[src/rtl/flash_unlock_pkg.sv]
package flash_unlock_pkg;
  localparam int REG_W   = 8;
  localparam int OP_W    = 2;
  localparam int GO_BIT  = 0;
  localparam int WEN_BIT = 1;
  localparam int OP_LSB  = 2;
  localparam int ERR_BIT = REG_W - 1;

  typedef logic [REG_W-1:0] reg_t;
  typedef logic [OP_W-1:0]  op_t;

  typedef enum logic [1:0] {
    SEQ_IDLE  = 2'd0,
    SEQ_FIRST = 2'd1,
    SEQ_ARMED = 2'd2
  } seq_t;

  function automatic reg_t ctl_image(logic err, op_t op, logic wen, logic go);
    reg_t img;
    img = '0;
    img[ERR_BIT] = err;
    img[OP_LSB +: OP_W] = op;
    img[WEN_BIT] = wen;
    img[GO_BIT] = go;
    return img;
  endfunction

  function automatic logic start_req(reg_t d);
    return d[GO_BIT] && d[WEN_BIT];
  endfunction

  function automatic op_t op_field(reg_t d);
    return d[OP_LSB +: OP_W];
  endfunction
endpackage

[src/rtl/flash_unlock_keyseq.sv]
module flash_unlock_keyseq
  import flash_unlock_pkg::*;
#(
  parameter reg_t KEY_FIRST  = 8'h55,
  parameter reg_t KEY_SECOND = 8'hAA
) (
  input  logic clk,
  input  logic rst_n,
  input  logic key_wr,
  input  logic ctl_wr,
  input  reg_t wdata,
  input  logic wen_stored,
  input  logic brk,
  input  logic busy,
  output logic armed,
  output logic launch
);
  seq_t st, st_nxt;

  always_comb begin
    st_nxt = SEQ_IDLE;
    launch = 1'b0;
    if (!brk && !busy) begin
      unique case (st)
        SEQ_IDLE:  if (key_wr && wdata == KEY_FIRST && wen_stored) st_nxt = SEQ_FIRST;
        SEQ_FIRST: if (key_wr && wdata == KEY_SECOND) st_nxt = SEQ_ARMED;
        SEQ_ARMED: launch = ctl_wr && start_req(wdata);
        default:   st_nxt = SEQ_IDLE;
      endcase
    end
  end

  always_ff @(posedge clk or negedge rst_n) begin
    if (!rst_n) st <= SEQ_IDLE;
    else        st <= st_nxt;
  end

  assign armed = (st == SEQ_ARMED);
endmodule

[src/rtl/flash_unlock_ctlreg.sv]
module flash_unlock_ctlreg
  import flash_unlock_pkg::*;
(
  input  logic clk,
  input  logic rst_n,
  input  logic ctl_upd,
  input  logic wen_in,
  input  op_t  op_in,
  input  logic err_clr,
  input  logic go_fail,
  input  logic busy,
  input  logic sel_ctl,
  output logic wen,
  output op_t  op,
  output logic err,
  output reg_t rdata
);
  always_ff @(posedge clk or negedge rst_n) begin
    if (!rst_n) begin
      wen <= 1'b0;
      op  <= '0;
    end else if (ctl_upd) begin
      wen <= wen_in;
      op  <= op_in;
    end
  end

  always_ff @(posedge clk or negedge rst_n) begin
    if (!rst_n)       err <= 1'b0;
    else if (go_fail) err <= 1'b1;
    else if (err_clr) err <= 1'b0;
  end

  assign rdata = sel_ctl ? ctl_image(err, op, wen, busy) : '0;
endmodule

[src/rtl/flash_unlock_optrack.sv]
module flash_unlock_optrack (
  input  logic clk,
  input  logic rst_n,
  input  logic launch,
  input  logic done,
  output logic busy,
  output logic go_pulse,
  output logic hold
);
  always_ff @(posedge clk or negedge rst_n) begin
    if (!rst_n) begin
      busy     <= 1'b0;
      go_pulse <= 1'b0;
    end else begin
      go_pulse <= launch;
      if (launch)             busy <= 1'b1;
      else if (busy && done)  busy <= 1'b0;
    end
  end

  assign hold = busy && !done;
endmodule

[src/rtl/flash_unlock_seq.sv]
module flash_unlock_seq
  import flash_unlock_pkg::*;
#(
  parameter int                ADDR_W     = 4,
  parameter logic [ADDR_W-1:0] CTL_ADDR   = ADDR_W'(0),
  parameter logic [ADDR_W-1:0] KEY_ADDR   = ADDR_W'(1),
  parameter reg_t              KEY_FIRST  = 8'h55,
  parameter reg_t              KEY_SECOND = 8'hAA
) (
  input  logic              clk,
  input  logic              rst_n,
  input  logic              bus_en,
  input  logic              bus_we,
  input  logic [ADDR_W-1:0] bus_addr,
  input  logic [REG_W-1:0]  bus_wdata,
  output logic [REG_W-1:0]  bus_rdata,
  input  logic              brk_evt,
  input  logic              mem_done,
  output logic              mem_go,
  output logic [OP_W-1:0]   mem_op,
  output logic              cpu_hold,
  output logic              unlock_err
);
  logic key_wr, ctl_wr, ctl_upd, go_fail;
  logic seq_armed, seq_launch, op_busy;
  logic wen_q;

  assign key_wr  = bus_en && bus_we && (bus_addr == KEY_ADDR);
  assign ctl_wr  = bus_en && bus_we && (bus_addr == CTL_ADDR);
  assign ctl_upd = ctl_wr && !op_busy;
  assign go_fail = ctl_upd && bus_wdata[GO_BIT] && !seq_launch;

  flash_unlock_keyseq #(
    .KEY_FIRST (KEY_FIRST),
    .KEY_SECOND(KEY_SECOND)
  ) u_keyseq (
    .clk       (clk),
    .rst_n     (rst_n),
    .key_wr    (key_wr),
    .ctl_wr    (ctl_wr),
    .wdata     (bus_wdata),
    .wen_stored(wen_q),
    .brk       (brk_evt),
    .busy      (op_busy),
    .armed     (seq_armed),
    .launch    (seq_launch)
  );

  flash_unlock_ctlreg u_ctlreg (
    .clk    (clk),
    .rst_n  (rst_n),
    .ctl_upd(ctl_upd),
    .wen_in (bus_wdata[WEN_BIT]),
    .op_in  (op_field(bus_wdata)),
    .err_clr(ctl_upd && bus_wdata[ERR_BIT]),
    .go_fail(go_fail),
    .busy   (op_busy),
    .sel_ctl(bus_addr == CTL_ADDR),
    .wen    (wen_q),
    .op     (mem_op),
    .err    (unlock_err),
    .rdata  (bus_rdata)
  );

  flash_unlock_optrack u_optrack (
    .clk     (clk),
    .rst_n   (rst_n),
    .launch  (seq_launch),
    .done    (mem_done),
    .busy    (op_busy),
    .go_pulse(mem_go),
    .hold    (cpu_hold)
  );
endmodule

[config.mk]
export PLATFORM = sky130hd
export DESIGN_NAME = flash_unlock_seq
export DESIGN_NICKNAME = d
export VERILOG_FILES = /design/src/rtl/flash_unlock_pkg.sv /design/src/rtl/flash_unlock_keyseq.sv /design/src/rtl/flash_unlock_ctlreg.sv /design/src/rtl/flash_unlock_optrack.sv /design/src/rtl/flash_unlock_seq.sv
export SDC_FILE = /design/constraint.sdc
export NUM_CORES = 1
export LEC_CHECK = 0
export ABC_CLOCK_PERIOD_IN_PS = 2400
export BUFFER_PORTS_ARGS = -buffer_cell sky130_fd_sc_hd__buf_2
export CAP_MARGIN = 0
export CORE_ASPECT_RATIO = 0.8
export CORE_MARGIN = 8
export CORE_UTILIZATION = 30
export DETAILED_ROUTE_END_ITERATION = 8
export PLACE_DENSITY_LB_ADDON = 0.25
export SLEW_MARGIN = 5
export SYNTH_ARGS = -nofsm -noshare
export SYNTH_HDL_FRONTEND = slang
export SYNTH_HIERARCHICAL = 1
export SYNTH_SLANG_ARGS = --single-unit
[constraint.sdc]
create_clock -name clk -period 2.4 [get_ports clk]
set_input_delay 0.12 -clock clk [delete_from_list [all_inputs] [get_ports clk]]
set_output_delay 0.12 -clock clk [all_outputs]
set_load 0.05 [all_outputs]
[Word level (Yosys, flattened, before mapping)]
Cells that the tools add are included.
W data, S select, Z words.
Operators by class
  equality and inequality tests: 5
  multiplexer cells: 11
  reduce and logical (&&, ||, !) cells: 23
Operator list (count)
  $logic_and A1 B1 Y1: 15
  $eq A8 B7 Y1 const B: 1
  $eq A8 B8 Y1 const B: 1
  $mux W8: 1
  $mux W1: 7
  $eq A4 B1 Y1 const B: 1
  $logic_not A1 Y1: 4
  $logic_not A4 Y1: 1
  $mux W2: 2
  $pmux W2 S2: 1
  $reduce_bool A2 Y1: 2
  $eq A2 B1 Y1 const B: 1
  $eq A2 B2 Y1 const B: 1
  $logic_not A2 Y1: 1
Storage, ports and cells
  register bits after elaboration: 8
  input port bits: 18
  output and inout bits: 13
  logic and storage cells: 45

[Longest topological paths before layout]
  depth after elaboration: 8
  mapped depth: 7

[Modules after synthesis]
The synthesis kept the hierarchy.
By module, submodules not included
  flash_unlock_ctlreg: times used 1, cells each 18, area each 202.7 um2, sequential area each 100.1 um2
  flash_unlock_keyseq: times used 1, cells each 14, area each 158.9 um2, sequential area each 50.0 um2
  flash_unlock_optrack: times used 1, cells each 4, area each 70.1 um2, sequential area each 50.0 um2
  flash_unlock_seq: times used 1, cells each 11, area each 67.6 um2, sequential area each 0.0 um2

[Worst setup path before layout]
Ideal clock, no wire load.
  path kind: input to register
  start point: input port bus_addr[3]
  end point: register u_ctlreg.err
  setup time: 0.118 ns
  arrival: 1.416 ns
  path slack: 0.865 ns
  cell stages on the path: 7
  path buffers: 0
  cell sequence: or4_4 nor2_1 nand3_1 nor4_1 nand2b_1 nor4_2 a21o_1
Between the ends
  longest elaborated chain between the ends: 8
  elaborated cells on any way between the ends: 12
  those cells by class: mux (3); reduce/logical (9)
RTL lines
  from (decl): line flash_unlock_seq.sv:14  | input logic [ADDR_W-1:0] bus_addr,
  $logic_not A4 Y1 *: line flash_unlock_seq.sv:29  | assign ctl_wr = bus_en && bus_we && (bus_addr == CTL_ADDR);
  $logic_and A1 B1 Y1 *: line flash_unlock_seq.sv:29
  named net ctl_wr: line flash_unlock_seq.sv:24  | logic key_wr, ctl_wr, ctl_upd, go_fail;
  $logic_and A1 B1 Y1 *: line flash_unlock_keyseq.sv:27  | SEQ_ARMED: launch = ctl_wr && start_req(wdata);
  $mux W1 *: line flash_unlock_keyseq.sv:24  | unique case (st)
  $mux W1 *: line flash_unlock_keyseq.sv:23  | if (!brk && !busy) begin
  named net seq_launch: line flash_unlock_seq.sv:25  | logic seq_armed, seq_launch, op_busy;
  $logic_not A1 Y1 *: line flash_unlock_seq.sv:31  | assign go_fail = ctl_upd && bus_wdata[GO_BIT] && !seq_launch;
  $logic_and A1 B1 Y1 *: line flash_unlock_seq.sv:31
  named net go_fail: line flash_unlock_seq.sv:24
  $mux W1 or $reduce_bool A2 Y1 (tied branches)
  to (signal assigned): line flash_unlock_ctlreg.sv:29  | if (!rst_n) err <= 1'b0;
  to (signal assigned): line flash_unlock_ctlreg.sv:30  | else if (go_fail) err <= 1'b1;
  to (signal assigned): line flash_unlock_ctlreg.sv:31  | else if (err_clr) err <= 1'b0;
  to (decl): line flash_unlock_ctlreg.sv:15  | output logic err,
Mark *: on every way through the listed nets, which the timed path passes. The rest lies on a longest branch.
A chain may end at the register's enable or synchronous reset.

[Worst setup path after layout]
Same ends and word-level chain as after synthesis.

==> metrics.txt <==
Routed Antenna Nets=0; CP Launch Type=input port; RePlAce Congestion=around 0.73; I/O Pins=31; Antenna diodes=0; Max VDD drop=0.000212 V; Final Cycle Share=64.1%; hold wc startpoint=brk_evt; Clk Latency, worst-skew pair=0.25 ns; initial antenna violation count=0; Critical Path RT=2.54 ns; Detailed Route Iter0 Violations=9; Die X=about 61 microns; reg2reg setup slack=0.99 ns; Sum Neg Setup Slack=0 ns; H-Tree Depth=1; family with the most delay on the worst path=simple AND/OR/NAND/NOR gates; final WL=1330 microns; row count=13; critical path, cell by cell=buf_2 > or4_4 > nor2_1 > nand3_1 > nor4_1 > nand2b_1 > nor4_2 > a21o_1; Net Sw Power=128 uW; PD cells=542 nW/um^2; Via Count=441; die height=52.3 microns; register share of total power=between 40% and 50%; outcome=complete, no violations; routed vias/inst=4.50; TritonRoute pass-1 iters=4; fraction of layout cells with a size suffix above 1=between 40% and 50%; Mean Syn Cell Area=10.7 sq um; clock share of power=27.9%; switch share=approximately a third; slowest stage delay, CP=0.57 ns; Non-Filler Instances=between 90 and 100; Place WS=0.585 ns; crit end category=flop; worst flop-to-flop path startpoint=u_keyseq/st[0]$_DFF_PN0_; Int Pwr=approximately 240 uW; Cell Area, Synth=493 sq um; RSZ-0062 raised after global routing=no; placed wire-length estimate=1100 microns; Arrival @ worst endpoint=~1.7 ns; gr usage total=a little under a tenth; Final Worst Setup Slack=0.861 ns; area delta synth->final=36.5%; Min Clock Period, post-route=1.54 ns; Setup-failing EPs final=0; Pwr Total=365 uW; largest net degree at the start of global routing=9; Residual DRC=0; r2r worst-path depth=5; Max Slew Vio Count=0; Setup Skew=around 0.0046 ns; critical path type=in2reg; RR Endpoint=u_ctlreg/err$_DFFE_PN0P_; Ys Warns=6; worst hold path class=in2reg; I/O Buffers=27; WHS Path Cells=2; Core ar.=1580 sq um; MaxCap Viol Count=0; Post CTS Setup Buffer Count=0; Initial Utilization=31.2%; Hold Path End=u_optrack/go_pulse$_DFF_PN0_; synthesized instance count=46; nets=96; placed cells=94; Gate power share=29.1%; Max Fclk=0.650 GHz; CTS Buf Count=3; root buffer cell=clkbuf_4; Buf/Inv on CP=1; clock transition at the registers of the reported paths=0.06 ns; Final Hold Fails=0; clock tree buffer depth=2; vias in the first global route=about 500; Final Util=42.7%; CP Max Fanout=5; drt wl/cell=13.6 microns; first-pass GRT wire length=2220 microns; Worst path slowest cell=or4_4; CTS tree=built; CTS sink count=8; die area=between 3000 and 4000 sq um; GR Overflow Total=0; LEAKAGE=~0.00035 uW
## cell usage in the layout (no fill, tap or decap), types with 2 or more instances in the layout
cell type and n:
and2_1 5, buf_2 27, clkbuf_4 3, conb_1 3, dfrtp_1 8, inv_1 3
mux2_1 3, nand2_1 2, nand2b_1 2, nand3_1 2, nor4_1 3, nor4_2 3
or4bb_1 3
## registers in the layout, summed over array words and instances (netlist names)
register	cells
u_keyseq/st	2
u_optrack/busy	1
u_optrack/go_pulse	1
u_ctlreg/wen	1
u_ctlreg/err	1
u_ctlreg/op	2
## cell type report
class                           count  area, sq um
Inverter                            3         11.3
Fill cell                         172          905
Sequential cell                     8          200
Tap cell                           22         27.5
Timing Repair Buffer               28          145
Multi-Input combinational cell     34          267
Clock buffer                        3         22.5
## per-stage QoR
stage,area [sq um],hold WS [ns]
after global routing,673,0.0762
after detailed placement,641,-0.0248
final,673,0.0718
after floorplan,500,-0.176
after CTS,673,0.0616
after global placement,641,-0.0246
## power groups by stage
stage / Combinational [uW] / Clock [uW] / Sequential [uW]
finish: 106 / 102 / 157
global route: 112 / 113 / 160
CTS: 107 / 108 / 157
detailed placement: 106 / 0 / 160
global placement: 105 / 0 / 158
floorplan: 37.9 / 0 / 193
## repair_timing
| action | CTS | global route |
|---|---|---|
| resized for setup | 0 | 0 |
| hold buffers | 1 | 0 |
| hold endpoints to repair | 8 | 0 |
## how the worst max path moves through the flow
| stage | start | endpoint | slack [ns] | depth (start not counted) |
|---|---|---|---|---|
| 2_1_floorplan | bus_addr[3] | u_ctlreg/err$_DFFE_PN0P_ | 0.87 | 7 |
| 3_3_place_gp | bus_addr[3] | u_ctlreg/err$_DFFE_PN0P_ | 0.59 | 8 |
| 3_5_place_dp | bus_addr[3] | u_ctlreg/err$_DFFE_PN0P_ | 0.58 | 8 |
| 4_1_cts | bus_addr[3] | u_ctlreg/err$_DFFE_PN0P_ | 0.86 | 8 |
| 5_1_grt | bus_addr[3] | u_ctlreg/err$_DFFE_PN0P_ | 0.75 | 8 |
| 6_report | bus_addr[3] | u_ctlreg/err$_DFFE_PN0P_ | 0.86 | 8 |
## layer usage
metal / global-route usage [%] / part of all wire (%)
met1: 10.7 / 43
met2: 14.4 / 48
met3: 3.68 / 7.4
met4: 5.79 / 0.83
met5: 0 / 0
Power figures use the tool's default switching activity.
